## src/rtl/az_pkg.sv

```systemverilog
package az_pkg;

    typedef enum logic [1:0] {
        DAC_NONE = 2'd0,
        DAC_SRC  = 2'd1,
        DAC_SNK  = 2'd2
    } dac_sel_e;

    typedef enum logic [1:0] {
        PH_BASE = 2'd0,
        PH_FULL = 2'd1,
        PH_BIT  = 2'd2
    } phase_e;

    // A reading flipped when its sign is opposite to the original leakage.
    function automatic logic sign_flipped(input logic leak_neg,
                                          input logic rd_pos,
                                          input logic rd_neg);
        return leak_neg ? rd_pos : rd_neg;
    endfunction

endpackage

```

## src/rtl/az_change_det.sv

```systemverilog
module az_change_det #(
    parameter int BANK_W = 10,
    parameter int BIAS_W = 4
) (
    input  logic              clk,
    input  logic              rst,
    input  logic [BANK_W-1:0] bank_addr,
    input  logic [BIAS_W-1:0] bias_idx,
    input  logic              capture,
    output logic              chg
);
    logic [BANK_W-1:0] bank_q;
    logic [BIAS_W-1:0] bias_q;
    logic              fresh_q;

    always_ff @(posedge clk) begin
        if (rst) begin
            bank_q  <= '0;
            bias_q  <= '0;
            fresh_q <= 1'b1;
        end else if (capture) begin
            bank_q  <= bank_addr;
            bias_q  <= bias_idx;
            fresh_q <= 1'b0;
        end
    end

    assign chg = fresh_q || (bank_addr != bank_q) || (bias_idx != bias_q);
endmodule

```

## src/rtl/az_search.sv

```systemverilog
module az_search
    import az_pkg::*;
#(
    parameter int CODE_W = 8,
    parameter int ADC_W  = 12
) (
    input  logic              clk,
    input  logic              rst,
    input  logic              chg,
    input  logic              adc_done,
    input  logic [ADC_W-1:0]  adc_val,
    output logic              busy,
    output logic              capture,
    output logic              adc_start,
    output dac_sel_e          dac_sel,
    output logic [CODE_W-1:0] code,
    output logic [ADC_W-1:0]  offset
);
    localparam int BIT_W = (CODE_W > 1) ? $clog2(CODE_W) : 1;
    localparam logic [CODE_W-1:0] FULL  = {CODE_W{1'b1}};
    localparam logic [BIT_W-1:0]  TOP_B = BIT_W'(CODE_W - 1);

    phase_e            ph_q;
    logic [BIT_W-1:0]  bit_q;
    logic [CODE_W-1:0] kept_q;
    logic              neg_q;

    logic              rd_pos, rd_neg, flip;
    logic [CODE_W-1:0] kept_nx;
    logic [BIT_W-1:0]  bit_dn;

    assign rd_neg  = adc_val[ADC_W-1];
    assign rd_pos  = !adc_val[ADC_W-1] && (adc_val != '0);
    assign flip    = sign_flipped(neg_q, rd_pos, rd_neg);
    assign kept_nx = flip ? kept_q : (kept_q | (CODE_W'(1) << bit_q));
    assign bit_dn  = bit_q - BIT_W'(1);
    assign capture = !busy && chg;

    always_ff @(posedge clk) begin
        if (rst) begin
            busy      <= 1'b0;
            ph_q      <= PH_BASE;
            bit_q     <= '0;
            kept_q    <= '0;
            neg_q     <= 1'b0;
            dac_sel   <= DAC_NONE;
            code      <= '0;
            offset    <= '0;
            adc_start <= 1'b0;
        end else begin
            adc_start <= 1'b0;
            if (!busy) begin
                if (chg) begin
                    busy      <= 1'b1;
                    ph_q      <= PH_BASE;
                    dac_sel   <= DAC_NONE;
                    code      <= '0;
                    adc_start <= 1'b1;
                end
            end else if (adc_done) begin
                unique case (ph_q)
                    PH_BASE: begin
                        offset <= adc_val;
                        if (adc_val == '0) begin
                            busy <= 1'b0;
                        end else begin
                            neg_q     <= rd_neg;
                            dac_sel   <= rd_neg ? DAC_SRC : DAC_SNK;
                            code      <= FULL;
                            ph_q      <= PH_FULL;
                            adc_start <= 1'b1;
                        end
                    end
                    PH_FULL: begin
                        if (!flip) begin
                            offset <= adc_val;
                            busy   <= 1'b0;
                        end else begin
                            kept_q    <= '0;
                            bit_q     <= TOP_B;
                            code      <= CODE_W'(1) << TOP_B;
                            ph_q      <= PH_BIT;
                            adc_start <= 1'b1;
                        end
                    end
                    default: begin
                        kept_q <= kept_nx;
                        if (!flip) offset <= adc_val;
                        if (bit_q == '0) begin
                            code <= kept_nx;
                            busy <= 1'b0;
                        end else begin
                            code      <= kept_nx | (CODE_W'(1) << bit_dn);
                            bit_q     <= bit_dn;
                            adc_start <= 1'b1;
                        end
                    end
                endcase
            end
        end
    end
endmodule

```

## src/rtl/az_therm.sv

```systemverilog
module az_therm #(
    parameter int CODE_W = 8
) (
    input  logic                  en,
    input  logic [CODE_W-1:0]     code,
    output logic [2**CODE_W-2:0]  therm
);
    localparam int LINES = 2**CODE_W - 1;

    for (genvar i = 0; i < LINES; i++) begin : g_line
        assign therm[i] = en && (32'(code) > i);
    end
endmodule

```

## src/rtl/az_offset_sub.sv

```systemverilog
module az_offset_sub #(
    parameter int ADC_W = 12
) (
    input  logic             clk,
    input  logic             rst,
    input  logic             take,
    input  logic [ADC_W-1:0] adc_val,
    input  logic [ADC_W-1:0] offset,
    output logic             res_valid,
    output logic [ADC_W:0]   res_val
);
    logic [ADC_W:0] diff;

    assign diff = {adc_val[ADC_W-1], adc_val} - {offset[ADC_W-1], offset};

    always_ff @(posedge clk) begin
        if (rst) begin
            res_valid <= 1'b0;
            res_val   <= '0;
        end else begin
            res_valid <= take;
            if (take) res_val <= diff;
        end
    end
endmodule

```

## src/rtl/leak_autozero.sv

```systemverilog
module leak_autozero
    import az_pkg::*;
#(
    parameter int CODE_W = 8,
    parameter int ADC_W  = 12,
    parameter int BANK_W = 10,
    parameter int BIAS_W = 4,
    localparam int THERM_W = 2**CODE_W - 1
) (
    input  logic               clk,
    input  logic               rst,
    input  logic [BANK_W-1:0]  bank_addr,
    input  logic [BIAS_W-1:0]  bias_idx,
    input  logic               meas_req,
    output logic               meas_gnt,
    output logic               adc_start,
    input  logic               adc_done,
    input  logic [ADC_W-1:0]   adc_val,
    output logic               busy,
    output logic [THERM_W-1:0] src_therm,
    output logic [THERM_W-1:0] snk_therm,
    output logic [ADC_W-1:0]   az_offset,
    output logic               res_valid,
    output logic [ADC_W:0]     res_val
);
    logic              chg, capture;
    dac_sel_e          dac_sel;
    logic [CODE_W-1:0] code;
    logic [THERM_W-1:0] therm_w [2];

    az_change_det #(.BANK_W(BANK_W), .BIAS_W(BIAS_W)) u_chg (
        .clk(clk), .rst(rst), .bank_addr(bank_addr), .bias_idx(bias_idx),
        .capture(capture), .chg(chg)
    );

    az_search #(.CODE_W(CODE_W), .ADC_W(ADC_W)) u_search (
        .clk(clk), .rst(rst), .chg(chg), .adc_done(adc_done), .adc_val(adc_val),
        .busy(busy), .capture(capture), .adc_start(adc_start),
        .dac_sel(dac_sel), .code(code), .offset(az_offset)
    );

    for (genvar k = 0; k < 2; k++) begin : g_dac
        localparam dac_sel_e MINE = (k == 0) ? DAC_SRC : DAC_SNK;
        az_therm #(.CODE_W(CODE_W)) u_therm (
            .en(dac_sel == MINE), .code(code), .therm(therm_w[k])
        );
    end

    assign src_therm = therm_w[0];
    assign snk_therm = therm_w[1];

    az_offset_sub #(.ADC_W(ADC_W)) u_sub (
        .clk(clk), .rst(rst), .take(adc_done && !busy), .adc_val(adc_val),
        .offset(az_offset), .res_valid(res_valid), .res_val(res_val)
    );

    assign meas_gnt = meas_req && !busy && !chg;
endmodule

```

## config.mk

```make
export PLATFORM = sky130hd
export DESIGN_NAME = leak_autozero
export DESIGN_NICKNAME = d
export VERILOG_FILES = /design/src/rtl/az_pkg.sv /design/src/rtl/az_change_det.sv /design/src/rtl/az_search.sv /design/src/rtl/az_therm.sv /design/src/rtl/az_offset_sub.sv /design/src/rtl/leak_autozero.sv
export SDC_FILE = /design/constraint.sdc
export NUM_CORES = 1
export LEC_CHECK = 0
export BUFFER_PORTS_ARGS = -buffer_cell sky130_fd_sc_hd__buf_2
export CORE_AREA = 4 4 220 222
export DETAILED_ROUTE_END_ITERATION = 8
export DIE_AREA = 0 0 224 226
export GPL_ROUTABILITY_DRIVEN = 0
export GPL_TIMING_DRIVEN = 0
export SYNTH_ARGS = -nofsm -noshare
export SYNTH_HDL_FRONTEND = slang
export SYNTH_SLANG_ARGS = --single-unit
```

## constraint.sdc

```tcl
create_clock -name clk -period 3.3 [get_ports clk]
set_input_delay 0.99 -clock clk [delete_from_list [all_inputs] [get_ports clk]]
set_output_delay 0.99 -clock clk [all_outputs]
set_load 0.02 [all_outputs]
```

==> out/qor.yml <==
status: "finished, violations left"
violations: "negative setup slack"
power_density_mw_per_mm2: 258
start_util_pct: 17.4
cts_buffers: 9
numClockSinks: 67
finalHoldViolCount: 0
vias: 13500
vias_per_cell: 5.13
synth_cell_types: 76
combPwrFrac_pct: 45.5
antenna_found_initial: 1
drc: 0
drt_wl_total_um: 75900
arrival_ns: 2.32
ys.flop_type: "dfxtp_1"
cp_common_cell: "buf_4"
die_area_mm2: 0.0506
rsz0062_at_grt: "true"
critical_path_class: "reg -> out"
max_freq_ghz: 0.302
diodes: 0
overflow: 0
vdd_drop_max_uv: 250
leakage_nw: 6.83
total_power_mw: 3.58
dr.pass1.iters: 6
crit_buf_inv: 5
synth-edff-count: 0
switchingPower_mw: 1.58
cpMaxStageDelayCell: "dfxtp_2"
min_period_ns: 3.31
die_x_um: 224
ctsHtreeMaxLevel: 3
skew_ns: 0.0143
synth-seq-cells: 67
relSlewSlack_pct: 43.9
synth_nets: 1445
async_flop_share_pct: 0
syn_avg_cell_area_um2: 5.77
endpoint_kind: "output port"
min_period_over_period_pct: 100
slowest_delay_ns: 0.34
core-area_mm2: 0.0464
finalNonFillerCells: 2629
ant_nets: 0
crit_chain: "buf_6, buf_4, nor2_4, nand2_2, a21oi_4, buf_4, inv_1, a21oi_1, nor2_1, buf_2"
grt_pass1_wl_um: 100000
grt_use_total_pct: 27.6
start_kind: "flip-flop"
drive_gt1_share_pct: 46.3
dp_slack_ns: -1.12
area_growth_pct: 72.0
wire_per_inst_um: 28.9
boundaryPins: 569
required_ns: 2.31
placedCellCount: 2570
worst_slew_pin_slew_ns: 0.841
worstPathMaxFanout: 6
drt-initial-drc-count: 1516
hold_path_class: "reg -> reg"
clk_pin_slew_ns: 0.06
cts-hold-fix-buffers: 0
cts_tree: "done"
ys_seq_area_share_pct: 16.7
switching_share_pct: 44.3
dieHeight_um: 226
clkLatencyLatePin_ns: 0.34
critPathTopFamily: "buffers and inverters"
setup_violations: 5
p_clk_share_pct: 29.6
grt_pass1_vias: 12100
syn_inst: 1396
internal-power_mw: 1.99
synth_area_mm2: 0.00806
clockBufferDepth: 2
root_buffer: "clkbuf_16"
fin_nets: 2066
grt_max_degree: 14
fp-row-count: 79
power_frac_seq_pct: 24.9
io_buffers: 567
maxSlewViolCount: 0
worst_slack_ns: -0.0112
hpwl_um: 60700
drv_cap: 0
ys_warn_count: 0
worst paths after layout:
| kind | endpoint | depth (start not counted) | slack [ns] | start |
|---|---|---|---|---|
| max | snk_therm[168] | 10 | -0.01 | u_search.code[2]$_SDFFE_PP0P_ |
| min | u_sub.res_val[1]$_SDFFE_PP0P_ | 2 | 0.46 | u_sub.res_val[1]$_SDFFE_PP0P_ |
| max reg2reg | u_sub.res_val[10]$_SDFFE_PP0P_ | 9 | 0.78 | u_search.offset[0]$_SDFFE_PP0P_ |
| min reg2reg | u_sub.res_val[1]$_SDFFE_PP0P_ | 2 | 0.46 | u_sub.res_val[1]$_SDFFE_PP0P_ |
cell type report:
| class | count | area (µm²) |
|---|---|---|
| multi-input combinational | 1162 | 7190 |
| timing repair buffer | 620 | 3290 |
| clock inverter | 7 | 98.8 |
| fill | 5292 | 32500 |
| sequential | 67 | 1360 |
| tap | 607 | 759 |
| clock buffer | 9 | 225 |
| inverter | 35 | 131 |
| buffer | 122 | 795 |
power by group through the flow:
stage / Sequential (mW) / Clock [mW] / Combinational (mW)
finish: 0.890 / 1.06 / 1.63
global route: 0.894 / 1.11 / 1.69
CTS: 0.888 / 1.08 / 1.51
detailed placement: 0.902 / 0 / 1.28
global placement: 0.900 / 0 / 1.28
floorplan: 0.919 / 0 / 0.687
layout by cell type, fill, tap and decap left out, types with 7 or more instances in the layout:
cell type / netlist / final
clkbuf_4: 0 / 9
nand3b_1: 7 / 7
o21ai_1: 4 / 9
clkbuf_2: 0 / 23
nor2_1: 482 / 449
clkbuf_16: 0 / 9
inv_1: 34 / 34
nor3_1: 62 / 51
nand2_1: 110 / 88
nand2_2: 0 / 14
nor2_4: 1 / 19
buf_1: 14 / 7
nand3_1: 17 / 11
nor3_2: 0 / 8
dfxtp_1: 67 / 58
o21bai_4: 0 / 7
xor2_1: 12 / 12
a211oi_1: 11 / 10
nand2b_1: 21 / 18
ha_1: 18 / 18
a21oi_2: 1 / 18
a21oi_1: 161 / 127
a22o_1: 10 / 10
buf_6: 0 / 17
clkbuf_1: 78 / 37
buf_2: 36 / 568
a21o_1: 11 / 7
buf_4: 4 / 71
nor2b_1: 24 / 15
a21oi_4: 1 / 18
o21ai_4: 0 / 8
o21ai_0: 32 / 15
mux2i_1: 15 / 15
and2_1: 13 / 7
nor2_2: 1 / 16
logic make-up (layout without fill, tap and decap cells):
group / count (synthesis) / count (layout) / share of synthesized area (%)
fa+ha+maj: 19 / 19 / 3.04
flops: 67 / 67 / 16.7
compound gates: 311 / 311 / 24.0
simple gates: 797 / 797 / 43.7
buf+inv: 167 / 793 / 8.53
mux: 17 / 17 / 2.14
xor+xnor: 18 / 18 / 1.96
synthesized netlist by cell type (9+ instances only):
library cell,number,area [µm²]
a211oi_1,11,82.6
a21o_1,11,82.6
a21oi_1,161,806
a22o_1,10,87.6
and2_1,13,81.3
buf_1,14,52.6
buf_2,36,180
clkbuf_1,78,293
dfxtp_1,67,1340
ha_1,18,225
inv_1,34,128
mux2i_1,15,150
nand2_1,110,413
nand2b_1,21,131
nand3_1,17,85.1
nor2_1,482,1810
nor2b_1,24,150
nor3_1,62,310
o21a_1,9,67.6
o21ai_0,32,160
o21bai_1,19,143
o22ai_1,11,68.8
xor2_1,12,105
stage by stage:
stage / hold WS, ns / setup TNS [ns] / instance area (µm²) / util [%]
2_1_floorplan: 0.434 / 0 / 8060 / -
3_3_place_gp: 0.445 / -50.62 / 11700 / 25.1
3_5_place_dp: 0.445 / -45.91 / 11700 / 25.1
4_1_cts: 0.455 / -0.722 / 13300 / 28.7
5_1_grt: 0.488 / -0.715 / 13900 / 29.9
6_report: 0.456 / -0.0450 / 13900 / 29.9
worst register-to-register path: stages, from the launching register on:
cell	delay, ns
dfxtp_1	0.35
ha_1	0.19
inv_1	0.06
fa_1	0.44
a211oi_2	0.28
o21ai_1	0.14
a211oi_2	0.28
o31ai_1	0.17
nor4b_1	0.17
a311o_1	0.33
flip-flops by register name (all words and copies together), names as in the netlist, 2 cells and up:
register	cells
u_search.ph_q	2
u_chg.bias_q	4
u_chg.bank_q	10
u_search.bit_q	3
u_sub.res_val	13
u_search.offset	12
u_search.dac_sel	2
u_search.code	8
u_search.kept_q	8
metal layers:
| metal | global-route usage [%] | up-vias | part of all wire (%) |
|---|---|---|---|
| met5 | 0 | - | 0.017 |
| li1 | - | 5903 | - |
| met1 | 32.8 | 6429 | 38 |
| met3 | 8.76 | 230 | 10 |
| met2 | 46.7 | 926 | 47 |
| met4 | 10.6 | 2 | 5.6 |
what timing repair did:
item / in CTS / in global routing
setup endpoints to repair: 487 / 273
gates cloned: 0 / 1
setup buffers: 27 / 25
pin swaps: 18 / 16
resized for setup: 325 / 111
Power figures use the tool's default switching activity.
